## config.mk

```make
export PLATFORM = sky130hd
export DESIGN_NAME = wdt_escalate
export DESIGN_NICKNAME = d
export VERILOG_FILES = /design/src/rtl/wdt_escalate.sv
export SDC_FILE = /design/constraint.sdc
export NUM_CORES = 1
export LEC_CHECK = 0
export CAP_MARGIN = 5
export CORE_MARGIN = 2
export CORE_UTILIZATION = 56
export DETAILED_ROUTE_END_ITERATION = 8
export PLACE_DENSITY = 0.85
export SYNTH_ARGS = -nofsm -noshare
export SYNTH_HDL_FRONTEND = slang
export SYNTH_SLANG_ARGS = --single-unit
```

## constraint.sdc

```tcl
create_clock -name clk -period 2.7 [get_ports clk]
set_input_delay 0.54 -clock clk [delete_from_list [all_inputs] [get_ports clk]]
set_output_delay 0.54 -clock clk [all_outputs]
set_load 0.01 [all_outputs]
```

## src/rtl/wdt_escalate.sv

```systemverilog
module wdt_escalate #(
  parameter int BASE_EXP = 15,
  parameter int EXP_STEP = 3,
  parameter int WIN_CYC  = 512
) (
  input  logic       clk,
  input  logic       rst_n,
  input  logic       wd_en,
  input  logic [1:0] int_sel,
  input  logic       int_en,
  input  logic       restart,
  input  logic       flag_clr,
  output logic       wd_irq,
  output logic       wd_rst
);
  localparam int CW = BASE_EXP + 3 * EXP_STEP;
  localparam int WW = $clog2(WIN_CYC);

  logic [CW-1:0] cnt;
  logic [WW-1:0] wcnt;
  logic          armed, tmo_flag, rst_q;
  logic [CW:0]   span;
  logic [CW-1:0] lim_m1;
  logic          expire, wlast;

  assign span   = (CW+1)'(1) << (BASE_EXP + EXP_STEP * int'(int_sel));
  assign lim_m1 = CW'(span - (CW+1)'(1));
  assign expire = !armed && (cnt >= lim_m1);
  assign wlast  = armed && (wcnt == WW'(WIN_CYC - 1));

  always_ff @(posedge clk or negedge rst_n) begin
    if (!rst_n) begin
      cnt <= '0; wcnt <= '0; armed <= 1'b0; rst_q <= 1'b0;
    end else if (!wd_en) begin
      cnt <= '0; wcnt <= '0; armed <= 1'b0; rst_q <= 1'b0;
    end else begin
      rst_q <= 1'b0;
      if (restart) begin
        cnt <= '0; wcnt <= '0; armed <= 1'b0;
      end else if (armed) begin
        if (wlast) begin
          rst_q <= 1'b1; armed <= 1'b0; wcnt <= '0; cnt <= '0;
        end else begin
          wcnt <= wcnt + WW'(1);
        end
      end else if (expire) begin
        armed <= 1'b1; cnt <= '0; wcnt <= '0;
      end else begin
        cnt <= cnt + CW'(1);
      end
    end
  end

  always_ff @(posedge clk or negedge rst_n) begin
    if (!rst_n)                  tmo_flag <= 1'b0;
    else if (!wd_en)             tmo_flag <= 1'b0;
    else if (expire && !restart) tmo_flag <= 1'b1;
    else if (flag_clr)           tmo_flag <= 1'b0;
  end

  assign wd_irq = tmo_flag & int_en & wd_en;
  assign wd_rst = rst_q;

  assert_rst_single_R6: assert property (@(posedge clk) disable iff (!rst_n)
    wd_rst |=> !wd_rst);
  assert_rst_from_window_R5: assert property (@(posedge clk) disable iff (!rst_n)
    wd_rst |-> ($past(armed) && !armed));
  assert_window_after_flag_R5: assert property (@(posedge clk) disable iff (!rst_n)
    $rose(armed) |-> tmo_flag);
  assert_restart_no_rst_R7: assert property (@(posedge clk) disable iff (!rst_n)
    (restart && wd_en) |=> !wd_rst);
  assert_flag_sticky_R4: assert property (@(posedge clk) disable iff (!rst_n)
    (wd_en && tmo_flag && !flag_clr) |=> tmo_flag);
  assert_disabled_quiet_R9: assert property (@(posedge clk) disable iff (!rst_n)
    !wd_en |=> (!wd_rst && !armed && cnt == '0 && !tmo_flag));
endmodule

```

==> run summary <==
### Outcome
• **run status** finished, violations left
• **violations in the final reports** negative setup slack

### Yosys
• **number of warnings printed during yosys synthesis** 0
• **top area cells in the synthesized netlist** dfrtp_1 32%, ha_1 15%, xor2_1 5.3%
• **synthesized area** 2828 µm²
• **cell type contributing the most total cell area after synthesis** dfrtp_1
• **post-synth top area share** 31.86%
• **Post-Syn Nets** 366
• **Post-synth top cells** 36 x dfrtp_1, 35 x ha_1, 34 x nand2_1, 34 x nor2_1, 22 x a21oi_1
• **instance count of the mapped netlist** 323
• **most repeated cell in the gate-level netlist after synthesis** dfrtp_1
• **number of synthesized flops with an enable pin** 0
• **Avg Synthesized Cell Area** 8.755 µm²
• **sequential fraction of the synthesis area** 31.86%
• **proportion of register bits with asynchronous set or reset after synthesis** 100.0%
• **total of flip-flops plus latches after synthesis** 36
• **Distinct cells, synth** 51
• **commonest register cell after synthesis** dfrtp_1

### Power
• **combinational power share** 26.3%
• **switching power as a share of total power** 30.07%
• **design internal power** 922.6 µW
• **static leakage** 0.001747 µW
• **Clk network pwr share** 32.6%
• **Switch Pwr** 396.8 µW
• **maximum vdd drop** 0.0003138 V
• **Sequential Power Share** 41.1%
• **power density of the placed cells** 319.6 nW/µm²
• **Tot Pwr** 1319 µW

### Timing
• **final clock period utilization by the worst path** 145.8%
• **final setup vio count** 35
• **post-layout min period** 3.935 ns
• **Layout Skew** 0.01712 ns
• **Setup TNS Final** -39.68 ns
• **worst relative slew slack** 66.33%
• **count of pins over their slew limit** 0
• **peak clock frequency supported by timing** 0.2541 GHz
• **pin slew with the least headroom to its limit** 0.5011 ns
• **worst setup margin** -1.235 ns
• **RSZ-0062 raised after global routing** yes
• **Final Hold Viols** 0

### Setup path
• **kind of critical path** input port to flop
• **data arrival time of the critical path** 4.13 ns
• **data required time at the worst endpoint** 2.90 ns
• **CP max FO** 6
• **startpoint types** input port
• **minimum setup slack among reg-to-reg paths** -0.31 ns
• **sort of element at the end of the critical path** flop

### GRT
• **largest net degree at the start of global routing** 37
• **total congestion overflow** 0
• **initial antenna violation count** 0
• **total track usage** 35.00%
• **global-route wire length before repair** 14.75 mm
• **via count of the first global-routing pass** 2990

### Placed design
• **area after detailed placement** 3490 µm²
• **Final GP Congestion** 0.9016
• **dpl hpwl** 5.295 mm
• **Port Buffers** 9
• **dpl ws** -1.706 ns

### Die
• **area of the core** 4786 µm²
• **effective utilization at floorplan** 59.08%
• **die boundary height** 75.06 µm
• **number of top-level pins** 10
• **die boundary width** 75.06 µm
• **Cell Rows** 25
• **area of the die** 5634 µm²

### Routing
• **routed length per instance** 23.24 µm
• **DR pass1 iterations** 6
• **post-detailed-route via-to-cell ratio** 6.939
• **number of nets still failing antenna checks after routing** 0
• **final routed DRC violation total** 0
• **routed via count** 3206
• **routed wire length** 10.74 mm
• **Initial DRC Count** 435

### Clock tree
• **TritonCTS buffer count** 5
• **CTS root buffer** clkbuf_8
• **TritonCTS clock tree** built
• **post-cts hold buffer count** 0
• **Clock Tree Buf Depth** 2
• **Clk Latency, worst-skew pair** 0.30 ns
• **clock transition at the registers of the reported paths** 0.07 ns
• **clock sinks** 36
• **maximum level of the CTS H-tree** 2

### Min path
• **hold crit path type** flop to flop

### Final layout
• **fraction of final layout cells sized beyond drive strength 1** 37.97%
• **final standard cell utilization of the core** 86.25%
• **final design area excluding fillers** 4128 µm²
• **diode insertion count for antenna repair** 0
• **net count reported at finish** 438
• **area grow syn2layout** 45.97%
• **Filler Cells Inserted** 219

### Run
• **number of max-cap violations** 0

cells in the final DEF (no fill, tap or decap), drive strengths merged, types with 7 or more instances in the layout:
| cell | netlist | routed |
|---|---|---|
| clkbuf | 7 | 8 |
| o21ai | 14 | 14 |
| clkdlybuf4s50 | 0 | 7 |
| and3 | 9 | 9 |
| nand4 | 12 | 12 |
| ha | 35 | 35 |
| inv | 9 | 8 |
| nand2 | 34 | 34 |
| nor2 | 34 | 34 |
| xor2 | 17 | 17 |
| nand3 | 19 | 19 |
| buf | 3 | 67 |
| dfrtp | 36 | 36 |
| a21oi | 23 | 23 |
cell type report:
cell class                      instances  area, µm²  area share [%]
Clock buffer                            7      96.34           2.334
Inverter                                9      37.54          0.9094
Multi-Input combinational cell        268       2357           57.11
Sequential cell                        36      900.9           21.82
Tap cell                               67      83.83           2.031
Timing Repair Buffer                   75      651.9           15.79
flip-flops by register name (all words and copies together) (netlist names):
| register | count |
|---|---|
| wcnt | 9 |
| wd_rst | 1 |
| armed | 1 |
| tmo_flag | 1 |
| cnt | 24 |
worst max-delay path, stage by stage:
cell and delay, ns:
buf_8 0.08, clkinvlp_4 0.15, ha_4 0.23, buf_4 0.14, a21oi_1 0.17, nor2b_1 0.09
o21ai_2 0.19, o21ai_2 0.12, or4_1 0.44, o21ai_0 0.10, ha_1 0.28, a211oi_1 0.38
o221ai_1 0.25, a311oi_4 0.36, buf_6 0.18, buf_6 0.13, a31oi_1 0.10, mux2i_1 0.20
layer usage:
| metal | global-route usage, % | routed length, µm | vias up | part of all wire (%) |
|---|---|---|---|---|
| li1 | - | - | 1334 | - |
| met1 | 42.99 | 4122 | 1504 | 38 |
| met2 | 58.58 | 4863 | 282 | 45 |
| met3 | 8.166 | 1011 | 86 | 9.4 |
| met4 | 15.28 | 740 | 0 | 6.9 |
| met5 | 0 | 0 | - | 0 |
final timing paths:
kind,to,depth (start not counted),start
setup / recovery,cnt[2]$_DFFE_PN0P_,18,int_sel[1]
hold / removal,wcnt[8]$_DFFE_PN0P_,1,wcnt[8]$_DFFE_PN0P_
min in group asynchronous,wcnt[2]$_DFFE_PN0P_,2,rst_n
max in group asynchronous,cnt[12]$_DFFE_PN0P_,2,rst_n
setup reg to reg,cnt[18]$_DFFE_PN0P_,11,wcnt[0]$_DFFE_PN0P_
hold reg to reg,wcnt[8]$_DFFE_PN0P_,1,wcnt[8]$_DFFE_PN0P_
timing repair:
action,4_1_cts,5_1_grt
setup buffers,9,4
cloned,2,0
endpoints found under the hold margin,0,0
pin swaps,37,27
setup endpoints to repair,35,35
resized for setup,81,24
power groups by stage:
| stage | clock (µW) | sequential, µW | combinational [µW] |
|---|---|---|---|
| final | 430 | 542 | 347 |
| after detailed placement | 0 | 552 | 242 |
| after global placement | 0 | 552 | 234 |
| after floorplan | 0 | 552 | 139 |
| after CTS | 420 | 542 | 292 |
| after global routing | 443 | 542 | 360 |
stage by stage:
step,hold slack [ns],instances
6_report,0.5303,462
3_5_place_dp,0.4895,442
4_1_cts,0.5077,460
5_1_grt,0.5469,462
2_1_floorplan,0.2444,323
3_3_place_gp,0.4694,442
logic make-up (layout without fill, tap and decap cells):
kind of cell | Yosys count | count (layout) | share of synthesized area, %
and+or+nand+nor | 131 | 131 | 22.30
AOI/OAI and AO/OA | 78 | 78 | 20.09
DFF | 36 | 36 | 31.86
adders and majority gates | 35 | 35 | 15.49
xor gates and xnor gates | 22 | 22 | 6.814
buffers and inverters | 19 | 91 | 2.744
muxes | 2 | 2 | 0.7080
Note: power is estimated with default switching activity, not from simulation.
